File: src/rtl/chan_select_pkg.sv
package chan_select_pkg;

  localparam int unsigned CODE_W = 2;

  typedef enum logic [CODE_W-1:0] {
    COL_RED   = 2'b00,
    COL_GREEN = 2'b01,
    COL_BLUE  = 2'b10
  } colour_t;

  typedef enum logic [1:0] {
    SRC_INTERNAL = 2'b00,
    SRC_EXTERNAL = 2'b01,
    SRC_ROTATE   = 2'b10,
    SRC_UNUSED   = 2'b11
  } src_mode_t;

  // Map a raw 2-bit code to a legal colour; the spare code reads as red.
  function automatic colour_t legal_colour(input logic [CODE_W-1:0] raw);
    colour_t c;
    case (raw)
      2'b01:   c = COL_GREEN;
      2'b10:   c = COL_BLUE;
      default: c = COL_RED;
    endcase
    return c;
  endfunction

  function automatic colour_t step_colour(input colour_t cur);
    colour_t c;
    case (cur)
      COL_RED:   c = COL_GREEN;
      COL_GREEN: c = COL_BLUE;
      default:   c = COL_RED;
    endcase
    return c;
  endfunction

endpackage

File: src/rtl/ccs_line_edge.sv
module ccs_line_edge #(
  parameter int unsigned STAGES = 2
) (
  input  logic clk,
  input  logic rst,
  input  logic pin,
  output logic rise
);

  logic [STAGES-1:0] sync_q;
  logic              last_q;

  generate
    if (STAGES == 1) begin : g_single
      always_ff @(posedge clk) begin
        if (rst) sync_q <= '0;
        else     sync_q <= pin;
      end
    end else begin : g_chain
      always_ff @(posedge clk) begin
        if (rst) sync_q <= '0;
        else     sync_q <= {sync_q[STAGES-2:0], pin};
      end
    end
  endgenerate

  always_ff @(posedge clk) begin
    if (rst) last_q <= 1'b0;
    else     last_q <= sync_q[STAGES-1];
  end

  assign rise = sync_q[STAGES-1] & ~last_q;

endmodule

File: src/rtl/ccs_rotator.sv
module ccs_rotator
  import chan_select_pkg::*;
(
  input  logic    clk,
  input  logic    rst,
  input  logic    clear,
  input  logic    advance,
  output colour_t rot
);

  colour_t rot_q;

  // Clear outranks a step that lands on the same edge.
  always_ff @(posedge clk) begin
    if (rst || clear) rot_q <= COL_RED;
    else if (advance) rot_q <= step_colour(rot_q);
  end

  assign rot = rot_q;

endmodule

File: src/rtl/ccs_pick.sv
module ccs_pick
  import chan_select_pkg::*;
(
  input  logic [1:0]        mode,
  input  logic [CODE_W-1:0] int_code,
  input  logic [CODE_W-1:0] ext_code,
  input  colour_t           rot,
  input  logic              force_en,
  input  logic [CODE_W-1:0] force_code,
  output colour_t           reg_pick,
  output colour_t           mux_pick
);

  always_comb begin
    case (src_mode_t'(mode))
      SRC_INTERNAL: reg_pick = legal_colour(int_code);
      SRC_EXTERNAL: reg_pick = legal_colour(ext_code);
      SRC_ROTATE:   reg_pick = rot;
      default:      reg_pick = COL_RED;
    endcase
    mux_pick = force_en ? legal_colour(force_code) : reg_pick;
  end

endmodule

File: src/rtl/chan_select_seq.sv
module chan_select_seq
  import chan_select_pkg::*;
#(
  parameter int unsigned SYNC_STAGES = 2
) (
  input  logic        clk,
  input  logic        rst,
  input  logic [1:0]  mode,
  input  logic [1:0]  int_code,
  input  logic        force_en,
  input  logic [1:0]  force_code,
  input  logic [1:0]  ext_sel,
  input  logic        cyc_clr,
  input  logic        sw_rst,
  output logic [1:0]  mux_sel,
  output logic [1:0]  reg_sel
);

  logic    line_rise;
  logic    rot_step;
  colour_t rot;
  colour_t reg_pick;
  colour_t mux_pick;
  colour_t reg_q;
  colour_t mux_q;

  ccs_line_edge #(.STAGES(SYNC_STAGES)) u_edge (
    .clk  (clk),
    .rst  (rst),
    .pin  (ext_sel[0]),
    .rise (line_rise)
  );

  assign rot_step = line_rise && (src_mode_t'(mode) == SRC_ROTATE);

  ccs_rotator u_rot (
    .clk     (clk),
    .rst     (rst),
    .clear   (cyc_clr | sw_rst),
    .advance (rot_step),
    .rot     (rot)
  );

  ccs_pick u_pick (
    .mode       (mode),
    .int_code   (int_code),
    .ext_code   (ext_sel),
    .rot        (rot),
    .force_en   (force_en),
    .force_code (force_code),
    .reg_pick   (reg_pick),
    .mux_pick   (mux_pick)
  );

  always_ff @(posedge clk) begin
    if (rst) begin
      reg_q <= COL_RED;
      mux_q <= COL_RED;
    end else begin
      reg_q <= reg_pick;
      mux_q <= mux_pick;
    end
  end

  assign reg_sel = reg_q;
  assign mux_sel = mux_q;

endmodule

File: config.mk
export PLATFORM = sky130hd
export DESIGN_NAME = chan_select_seq
export DESIGN_NICKNAME = d
export VERILOG_FILES = /design/src/rtl/chan_select_pkg.sv /design/src/rtl/ccs_line_edge.sv /design/src/rtl/ccs_rotator.sv /design/src/rtl/ccs_pick.sv /design/src/rtl/chan_select_seq.sv
export SDC_FILE = /design/constraint.sdc
export NUM_CORES = 1
export LEC_CHECK = 0
export ABC_AREA = 1
export BUFFER_PORTS_ARGS = -buffer_cell sky130_fd_sc_hd__buf_2
export CAP_MARGIN = 20
export CORE_AREA = 2 2 39 41
export CTS_CLUSTER_DIAMETER = 120
export DETAILED_ROUTE_END_ITERATION = 7
export DIE_AREA = 0 0 41 43
export GPL_TIMING_DRIVEN = 0
export SLEW_MARGIN = 20
export SYNTH_ARGS = -nofsm -noshare
export SYNTH_HDL_FRONTEND = slang
export SYNTH_SLANG_ARGS = --single-unit
File: constraint.sdc
create_clock -name clk -period 1.85 [get_ports clk]
set_input_delay 0.37 -clock clk [delete_from_list [all_inputs] [get_ports clk]]
set_output_delay 0.37 -clock clk [all_outputs]
set_load 0.1 [all_outputs]
# After elaboration in Yosys (flattened, before gate mapping)
# Index checks and enable logic that the tools add are counted.
# totals
output_inout_bits,4
register_bits,9
elab_cells,27
# op_classes
n_eq_ne,9
reduce_logical,4
n_bitwise,3
mux,6
# op_table
op,n
one-hot mux 2 bit (2 select lines),4
"== test 2 x 1 -> 1 bit, second input constant",5
"== test 2 bit, second input constant",4
one-hot mux 2 bit (3 select lines),1
logical NOT 2 bit,2
two-way mux 2 bit,1
bitwise AND 1 bit,1
logical AND 1 bit,1
logical OR 1 bit,1
NOT 1 bit,1
OR 1 bit,1

# Depth between registers and ports, before layout
# Gate-level depths: netlist of run 1.
# logic_depth
depth_word,4
mapped_depth,6
mapped_depth_nobuf,6

# Cells and area by module
# Synthesis of run 1 repeated with hierarchy kept, for this count alone.
# unflattened
cells_unflattened,66
hier_area_um2,422.9
# modules_own_cells
module,seq_area_each_um2,area_per_inst_um2,cells_each,n_inst
ccs_pick,0.0,123.9,28,1
chan_select_seq,80.1,123.9,15,1
ccs_rotator,40.0,88.8,13,1
ccs_line_edge,60.1,86.3,10,1

# Worst setup path after synthesis of run 1
# No wires, ideal clock.
# synth_path
kind,reg-to-output
start,register mux_q[0] (netlist: mux_sel[0])
end,output port mux_sel[0]
slack_ns,0.571
path_stages_with_launch,1
t_arrival_ns,0.909
path_buffers,0
path_cell_list,dfxtp_1
# synth_rtl
item,line_no,source
start: declaration,chan_select_seq.sv:25,colour_t mux_q;
start signal: assignment,chan_select_seq.sv:61,mux_q <= mux_pick;
end: declaration,chan_select_seq.sv:15,"output logic [1:0] mux_sel,"
# No word-level cell between the ends.

# Final worst setup path of run 1
# layout_path
start,register mux_q[0] (netlist: mux_sel[0])
end,output port mux_sel[0]
# No word-level cell between the ends.

==> results.py, run 1 <==
metrics = {
    "critical_path": {
        "cp_top_family": "buffers and inverters",
        "worstSetupStartpoint": "mux_sel[0]$_SDFF_PP0_",
        "cp_num_cells": 1,
        "cp-end-kind": "primary output",
        "path_buf_inv": 1,
        "worstPathRequired_ns": 1.48,
        "critPathKind": "reg2out",
        "start_kind": "flip-flop",
        "worstRegToRegCells": 5,
        "crit_path_max_fanout": 1,
        "critPathMaxStageDelay_ns": 0.41,
        "slowest_stage": "buf_2",
        "cp_cell_sequence": "buf_2",
        "worstReg2RegStart": "u_edge.sync_q[1]$_SDFF_PP0_",
        "arrival_ns": 0.97,
    },
    "route": {
        "vias_per_cell": 4.10,
        "wl_per_cell_um": 7.78,
        "drt-pass1-iter-count": 2,
        "dr.first_iter.drc_count": 4,
        "num_vias": 381,
        "drc": 0,
        "wl_um": 724,
        "drtAntennaViolNets": 0,
    },
    "power": {
        "p_clk_share_pct": 35.4,
        "p_sw_mw": 0.114,
        "peakVddDrop_mv": 0.243,
        "power.leakage_nw": 0.299,
        "combPwrFrac_pct": 16.2,
        "swShare_pct": 27.5,
        "seqPwrFrac_pct": 48.4,
        "p_int_mw": 0.302,
        "powerDensity_nw_per_um2": 798,
        "totalPowerFinal_mw": 0.417,
    },
    "die": {
        "die_area_um2": 1760,
        "die_y_um": 43,
        "core_area_um2": 1380,
        "rows": 14,
        "ios": 17,
        "die_x_um": 41,
        "initial_core_util_pct": 28.6,
    },
    "synth": {
        "syn_inst": 57,
        "yosys-mux-area-fraction_pct": 0,
        "synth-xor-area-share_pct": 0,
        "synth_compound_area_share_pct": 3.80,
        "syn_area_um2": 395,
        "synth_top_family_by_area": "simple AND/OR/NAND/NOR gates",
        "yosys.area_share.adder_pct": 0,
        "syn_avg_cell_area_um2": 6.94,
        "syn_nets": 70,
        "yosys.cell_types.count": 11,
        "ys_seq_area_share_pct": 45.6,
        "yosys_register_bits": 9,
        "synthSimpleGateAreaFrac_pct": 39.2,
        "yosysWarnings": 0,
    },
    "clock_tree": {
        "clk_pin_slew_ns": 0.06,
        "cts_resized": 0,
        "numCtsBuffers": 3,
        "clk_path_buf_depth": 2,
        "postCtsSetupRepairBufs": 0,
        "cts_max_level": 1,
        "clock-root-buffer": "clkbuf_4",
        "worstSkewPairLatency_ns": 0.26,
        "tritoncts": "yes",
        "cts_hold_buf": 0,
        "numClockSinks": 9,
    },
    "min_path": {
        "holdPathStages": 3,
        "min_from": "ext_sel[0]",
        "hold_class": "in2reg",
    },
    "global_route": {
        "grt_pass1_vias": 329,
        "grt.total_usage_pct": 10.4,
        "grt-ovfl-total": 0,
        "grt_pass1_wl_um": 1190,
        "grt_max_degree": 7,
        "antenna_found_initial": 0,
    },
    "timing": {
        "period_minus_slack_ns": 1.34,
        "final-setup-viol-count": 0,
        "post-route-period-util_pct": 72.3,
        "worst_pin_slew_ns": 0.484,
        "finalHoldViolations": 0,
        "max_freq_mhz": 747,
        "grt_setup_unrepaired": "false",
        "setup_tns_ns": 0,
        "slew_violations": 0,
        "slew_headroom_pct": 68.0,
        "finClkSkew_ns": 0.00625,
    },
    "finish": {
        "syn2layout_area_growth_pct": 32.0,
        "drive_gt1_share_pct": 29.9,
        "antenna_cells": 0,
        "nNetsFinal": 91,
        "fin_area_um2": 522,
    },
    "placed_design": {
        "hpwl_um": 576,
        "place_congestion": 0.726,
        "placed_cell_area_um2": 495,
        "portBuffers": 16,
    },
    "run": {
        "max-cap-violations": 0,
    },
    "outcome": {
        "status": "finished clean",
    },
}
## cell usage after synthesis
master / count / area, um^2
nor2_1: 15 / 56.3
inv_2: 1 / 3.75
nand2_1: 6 / 22.5
nand4_1: 1 / 6.26
a21oi_1: 1 / 5.00
nor3_1: 1 / 5.00
o21ai_0: 2 / 10.0
nand3_1: 7 / 35.0
dfxtp_1: 9 / 180
inv_1: 11 / 41.3
nand3_2: 3 / 30.0
## flip-flops by register name, summed over array words and instances, names as in the netlist
signal	flops
reg_sel	2
mux_sel	2
u_edge.sync_q	2
u_edge.last_q	1
u_rot.rot	2
## cell type report
cell class | instances | area (um^2)
Tap cell | 16 | 20.0
Fill cell | 158 | 862
Clock buffer | 4 | 26.3
Multi-Input combinational cell | 36 | 170
Timing Repair Buffer | 16 | 80.1
Inverter | 12 | 45.0
Sequential cell | 9 | 180
## metal layers
layer	track usage (%)	wire (um)	part of all wire, %
met5	0	0	0
met2	13.4	349	48
met4	12.0	16	2.2
met1	12.7	330	46
met3	1.57	28	3.9
## kinds of logic (layout without fill, tap and decap cells)
logic type	count (synthesis)	in the layout
flops	9	9
simple gates	33	33
buf+inv	12	32
compound gates	3	3
## metrics by stage
step | instances | util (%) | setup WS (ns) | hold slack [ns]
finish | 93 | 37.7 | 0.512 | 0.337
global route | 93 | 37.7 | 0.470 | 0.347
CTS | 93 | 37.7 | 0.494 | 0.331
detailed placement | 89 | 35.8 | 0.781 | 0.396
global placement | 89 | 35.8 | 0.780 | 0.389
floorplan | 57 | - | 0.571 | 0.388
## cell usage in the layout, fill, tap and decap left out
cell type / netlist / final
nor2_1: 15 / 15
nand2_1: 6 / 6
inv_2: 1 / 1
clkbuf_4: 0 / 3
nand3_2: 3 / 3
inv_1: 11 / 11
o21ai_0: 2 / 2
nor3_1: 1 / 1
a21oi_1: 1 / 1
clkbuf_1: 0 / 1
dfxtp_1: 9 / 9
buf_2: 0 / 16
nand4_1: 1 / 1
nand3_1: 7 / 7
## power by group through the flow
stage	clock network, mW	registers (mW)	logic (mW)
after floorplan	0	0.231	0.0195
after global placement	0	0.206	0.0674
after detailed placement	0	0.206	0.0678
after CTS	0.155	0.201	0.0680
after global routing	0.165	0.202	0.0744
final	0.148	0.201	0.0676
## path summary, 6_finish.rpt
check                                              endpoint  slack (ns)
worst max-delay path                             mux_sel[0]        0.51
worst min-delay path            u_edge.sync_q[0]$_SDFF_PP0_        0.34
worst min register to register  u_edge.sync_q[1]$_SDFF_PP0_        0.42
worst max register to register    u_rot.rot[0]$_SDFFE_PP0P_        0.99
No activity file was read; power rests on OpenSTA's default activity.
==> run 2, diff against run 1 <==
Clock period 1.85 ns to 1.13 ns, I/O delays scaled along.
==> run 2 against run 1 <==
Net effect:
- final cell count stayed put
- worst setup slack got worse by 0.45 ns
- count of clock-buffer cells in the layout stayed put
- worst hold slack got worse by 0.13 ns
- critical path type unchanged
- wire length rose by 2.2%
==> results.py, run 2 (synthesis gave the netlist of run 1 again) <==
metrics = {
    "outcome": {
        "status": "finished clean",
    },
    "clock_tree": {
        "clock-root-buffer": "clkbuf_4",
        "numCtsBuffers": 3,
        "clk_pin_slew_ns": 0.06,
        "worstSkewPairLatency_ns": 0.25,
        "numClockSinks": 9,
        "clk_path_buf_depth": 2,
        "cts_max_level": 1,
        "tritoncts": "yes",
        "cts_hold_buf": 0,
    },
    "timing": {
        "finalHoldViolations": 0,
        "grt_setup_unrepaired": "false",
        "post-route-period-util_pct": 94.3,
        "max_freq_mhz": 938,
        "period_minus_slack_ns": 1.07,
        "finClkSkew_ns": 0.00202,
        "slew_headroom_pct": 81.6,
        "setup_tns_ns": 0,
        "slew_violations": 0,
        "worst_pin_slew_ns": 0.279,
        "final-setup-viol-count": 0,
    },
    "power": {
        "combPwrFrac_pct": 16.7,
        "seqPwrFrac_pct": 48.3,
        "totalPowerFinal_mw": 0.686,
        "p_clk_share_pct": 35.0,
        "p_sw_mw": 0.187,
        "powerDensity_nw_per_um2": 1280,
        "p_int_mw": 0.499,
        "peakVddDrop_mv": 0.373,
        "power.leakage_nw": 0.301,
        "swShare_pct": 27.3,
    },
    "critical_path": {
        "critPathMaxStageDelay_ns": 0.31,
        "cp_top_family": "flip-flops",
        "slowest_stage": "dfxtp_2",
        "worstPathRequired_ns": 0.90,
        "critPathKind": "reg2out",
        "cp-end-kind": "primary output",
        "arrival_ns": 0.84,
        "start_kind": "flip-flop",
        "path_buf_inv": 1,
        "crit_path_max_fanout": 1,
        "cp_cell_sequence": "buf_4",
    },
    "finish": {
        "nNetsFinal": 91,
        "multi_input_area_um2": 170,
        "final_common_cell": "nor2_1",
        "drive_gt1_share_pct": 35.1,
        "antenna_cells": 0,
        "regArea_um2": 185,
        "syn2layout_area_growth_pct": 35.8,
        "final_core_util_pct": 38.8,
        "num-fill-cells": 141,
        "layout_common_cells": "nor2_1 (15), buf_2 (12), inv_1 (11), nand3_1 (7), nand2_1 (6)",
    },
    "route": {
        "drc": 0,
        "wl_um": 740,
        "drtAntennaViolNets": 0,
        "vias_per_cell": 4.26,
        "wl_per_cell_um": 7.96,
        "dr.first_iter.drc_count": 6,
        "drt-pass1-iter-count": 4,
        "num_vias": 396,
    },
    "die": {
        "die_x_um": 41,
        "rows": 14,
        "die_y_um": 43,
        "die_area_um2": 1760,
        "initial_core_util_pct": 28.6,
        "ios": 17,
        "core_area_um2": 1380,
    },
    "global_route": {
        "grt_pass1_wl_um": 1220,
        "grt_pass1_vias": 337,
        "grt.total_usage_pct": 10.4,
        "antenna_found_initial": 0,
        "grt-ovfl-total": 0,
        "grt_max_degree": 7,
    },
    "min_path": {
        "hold_class": "in2reg",
    },
    "placed_design": {
        "hpwl_um": 595,
        "portBuffers": 16,
        "place_congestion": 0.678,
    },
    "run": {
        "max-cap-violations": 0,
    },
}
run 2: cell counts in the layout (fill, tap and decap cells not counted):
No cell type changed its count.
run 2: worst register-to-register path, cell delays in order (launching register included):
cell     delay [ns]
dfxtp_1        0.30
inv_1          0.04
nor2_1         0.09
nand3_1        0.11
o21ai_0        0.16
nor2_1         0.06
run 2: cell type report:
cell class	instances	share of cell area, %
Sequential cell	9	34.5
Clock buffer	4	4.90
Tap cell	16	3.73
Inverter	12	8.39
Multi-Input combinational cell	36	31.7
Timing Repair Buffer	16	16.8
run 2: power groups by stage:
stage | clock network, mW | logic (mW) | registers [mW]
final | 0.240 | 0.115 | 0.331
after global routing | 0.264 | 0.125 | 0.332
after CTS | 0.248 | 0.115 | 0.331
after detailed placement | 0 | 0.111 | 0.338
after global placement | 0 | 0.110 | 0.337
after floorplan | 0 | 0.0319 | 0.379
run 2: final timing paths:
check,from,to,slack [ns],cells after the start
max,reg_sel[1]$_SDFF_PP0_,reg_sel[1],0.06,1
min reg2reg,u_edge.sync_q[0]$_SDFF_PP0_,u_edge.sync_q[1]$_SDFF_PP0_,0.40,2
min,ext_sel[0],u_edge.sync_q[0]$_SDFF_PP0_,0.20,3
max reg2reg,u_edge.sync_q[1]$_SDFF_PP0_,u_rot.rot[0]$_SDFFE_PP0P_,0.27,5
run 2: what timing repair did:
| item | CTS | global route |
|---|---|---|
| endpoints found under the setup margin | 4 | 0 |
| setup buffers | 0 | 0 |
| resized for setup | 4 | 0 |
run 2: per-layer routing:
layer / track usage (%) / vias to the layer above / wire, um
li1: - / 216 / -
met1: 13.6 / 165 / 363
met3: 3.14 / 0 / 41
met5: 0 / - / 0
met4: 8.00 / 0 / 0
met2: 13.4 / 15 / 335
run 2: through the flow:
step / cell area [um^2] / instances / hold WS, ns / setup slack (ns)
after floorplan: 400 / 57 / 0.297 / 0.278
after global placement: 500 / 89 / 0.389 / 0.206
after detailed placement: 500 / 89 / 0.396 / 0.203
after CTS: 537 / 93 / 0.195 / 0.0529
after global routing: 537 / 93 / 0.199 / 0.0237
final: 537 / 93 / 0.205 / 0.0642
==> run 3, diff against run 2 <==
Settings changed: ABC_AREA 1 to not set.
==> run 3 against run 2 <==
Net effect:
- clock skew shrank 0.0016 ns
- sequential cell count unchanged
- via count is 8.3% lower
- utilization shrank 0.90 points
- register-to-register slack worse by 0.12 ns
==> results.py, run 3 <==
metrics = {
    "outcome": {
        "status": "finished clean",
    },
    "route": {
        "wl_um": 732,
        "drc": 0,
        "dr.first_iter.drc_count": 0,
        "num_vias": 363,
        "wl_per_cell_um": 9.89,
        "drtAntennaViolNets": 0,
        "vias_per_cell": 4.91,
        "drt-pass1-iter-count": 1,
    },
    "critical_path": {
        "worstRegToRegCells": 3,
        "slowest_stage": "dfxtp_2",
        "cp-end-kind": "primary output",
        "cp_top_family": "flip-flops",
        "path_buf_inv": 1,
        "cp_num_cells": 1,
        "worstReg2RegStart": "u_edge.last_q$_SDFF_PP0_",
        "crit_path_max_fanout": 1,
        "worstSetupStartpoint": "reg_sel[0]$_SDFF_PP0_",
        "start_kind": "flip-flop",
        "cp-endpoint": "reg_sel[0]",
        "r2r_slack_ns": 0.15,
        "arrival_ns": 0.84,
        "critPathMaxStageDelay_ns": 0.31,
        "r2r-end": "u_rot.rot[0]$_SDFFE_PP0P_",
        "worstPathRequired_ns": 0.90,
        "cp_cell_sequence": "buf_4",
        "critPathKind": "reg2out",
    },
    "power": {
        "combPwrFrac_pct": 17.6,
        "totalPowerFinal_mw": 0.690,
        "p_int_mw": 0.506,
        "power.leakage_nw": 0.224,
        "seqPwrFrac_pct": 48.1,
        "p_sw_mw": 0.184,
        "powerDensity_nw_per_um2": 1320,
        "p_clk_share_pct": 34.3,
        "peakVddDrop_mv": 0.737,
        "swShare_pct": 26.6,
    },
    "synth": {
        "yosysTopAreaCellShare_pct": 46.5,
        "syn_avg_cell_area_um2": 9.95,
        "syn_inst": 39,
        "synth_commonest_cells": "dfxtp_1 (9), inv_1 (4), nor2b_1 (4), a21oi_1 (3), a31oi_1 (3)",
        "ys_async_sr_fraction_pct": 0,
        "yosys.cell_types.count": 16,
        "syn_area_um2": 388,
        "ys_seq_area_share_pct": 46.5,
        "yosys_register_bits": 9,
        "yosysWarnings": 0,
        "synth.most_common_cell": "dfxtp_1",
        "synth_area_leaders": "dfxtp_1 (46%), nor2b_1 (6.5%), mux2i_1 (5.2%), a31oi_1 (4.8%), nor4b_1 (4.5%)",
        "synth_flop_cell": "dfxtp_1",
        "yosysTopAreaCell": "dfxtp_1",
        "synth_edf_count": 0,
        "syn_nets": 52,
    },
    "timing": {
        "fin_hold_ws_ns": 0.143,
        "max_freq_mhz": 940,
        "post-route-period-util_pct": 94.2,
        "finClkSkew_ns": 0.000387,
        "setup_tns_ns": 0,
        "slew_headroom_pct": 76.7,
        "slew_violations": 0,
        "grt_setup_unrepaired": "false",
        "worst_pin_slew_ns": 0.347,
        "finalHoldViolations": 0,
        "period_minus_slack_ns": 1.06,
        "fin_ws_ns": 0.0658,
        "final-setup-viol-count": 0,
    },
    "finish": {
        "multi_input_area_um2": 181,
        "layout_common_cells": "buf_2 (11), dfxtp_1 (5)",
        "fin_cells": 74,
        "antenna_cells": 0,
        "final_core_util_pct": 37.9,
        "num-fill-cells": 146,
        "final_common_cell": "buf_2",
        "syn2layout_area_growth_pct": 35.2,
        "drive_gt1_share_pct": 41.4,
        "regArea_um2": 185,
        "nNetsFinal": 72,
        "fin_area_um2": 524,
    },
    "placed_design": {
        "place_congestion": 0.626,
        "placed_cell_area_um2": 488,
        "hpwl_um": 585,
        "portBuffers": 15,
        "pre_cts_ws_ns": 0.00778,
        "dp_cells": 70,
    },
    "global_route": {
        "antenna_found_initial": 0,
        "grt_max_degree": 10,
        "grt_pass1_wl_um": 1200,
        "grt-ovfl-total": 0,
        "grt.total_usage_pct": 10.4,
        "grt_pass1_vias": 346,
    },
    "die": {
        "ios": 17,
        "die_area_um2": 1760,
        "die_x_um": 41,
        "rows": 14,
        "die_y_um": 43,
        "core_area_um2": 1380,
        "initial_core_util_pct": 28.0,
    },
    "clock_tree": {
        "worstSkewPairLatency_ns": 0.25,
        "clock-root-buffer": "clkbuf_4",
        "numClockSinks": 9,
        "clk_path_buf_depth": 2,
        "clk_pin_slew_ns": 0.06,
        "numCtsBuffers": 3,
        "tritoncts": "yes",
        "cts_max_level": 1,
    },
    "run": {
        "max-cap-violations": 0,
    },
    "min_path": {
        "hold_class": "in2reg",
    },
}
==> run 3: changes by cell type in the layout (fill, tap and decap cells not counted), moves of 3 or more <==
cell | before | now
nor2_1 | 15 | 2
inv_1 | 11 | 4
nand3_1 | 7 | 0
nand2_1 | 6 | 0
nor2b_1 | 0 | 4
a31oi_1 | 0 | 3
nand3_2 | 3 | 0
==> run 3: worst min path at each step <==
stage,start,end,slack [ns],cells past startpoint
5_1_grt,cyc_clr,u_rot.rot[1]$_SDFFE_PP0P_,0.14,2
2_1_floorplan,sw_rst,u_rot.rot[0]$_SDFFE_PP0P_,0.30,1
6_report,cyc_clr,u_rot.rot[0]$_SDFFE_PP0P_,0.14,2
3_5_place_dp,cyc_clr,u_rot.rot[1]$_SDFFE_PP0P_,0.41,2
3_3_place_gp,sw_rst,u_rot.rot[1]$_SDFFE_PP0P_,0.41,2
4_1_cts,cyc_clr,u_rot.rot[0]$_SDFFE_PP0P_,0.14,2
==> run 3: final cells by class <==
| cell class | count | area share (%) |
|---|---|---|
| multi-input cells | 25 | 34.6 |
| inverters | 4 | 2.86 |
| flip-flops and latches | 9 | 35.3 |
| repair buffers | 15 | 16.2 |
| clock buffers | 4 | 5.01 |
| well taps | 16 | 3.82 |
| plain buffers | 1 | 2.15 |
==> run 3: repair_timing <==
item                                    4_1_cts  5_1_grt
hold buffers                                  0        0
endpoints found under the setup margin        4        0
setup buffers                                 0        0
gates resized for setup                       4        0
==> run 3: cells by family (layout without fill, tap and decap cells) <==
family,Yosys count,after routing,synth area share [%]
AND/OR/NAND/NOR,14,14,26.8
multiplexers,2,2,5.16
buffers and inverters,5,24,6.77
AO/OA/AOI/OAI,9,9,14.8
flip-flops,9,9,46.5
==> run 3: power groups by stage <==
stage               registers (mW)  logic (mW)  clock network, mW
finish                       0.332       0.121              0.237
global placement             0.338       0.117                  0
CTS                          0.332       0.122              0.251
floorplan                    0.384      0.0330                  0
detailed placement           0.338       0.118                  0
global route                 0.334       0.130              0.268
==> run 3: routing by layer <==
layer	part of all wire (%)	vias up	track usage, %	wire length [um]
met4	0	0	4.00	0
met1	39	168	7.74	284
met2	54	11	19.1	397
met5	0	-	0	0
li1	-	184	-	-
met3	6.8	0	6.28	50
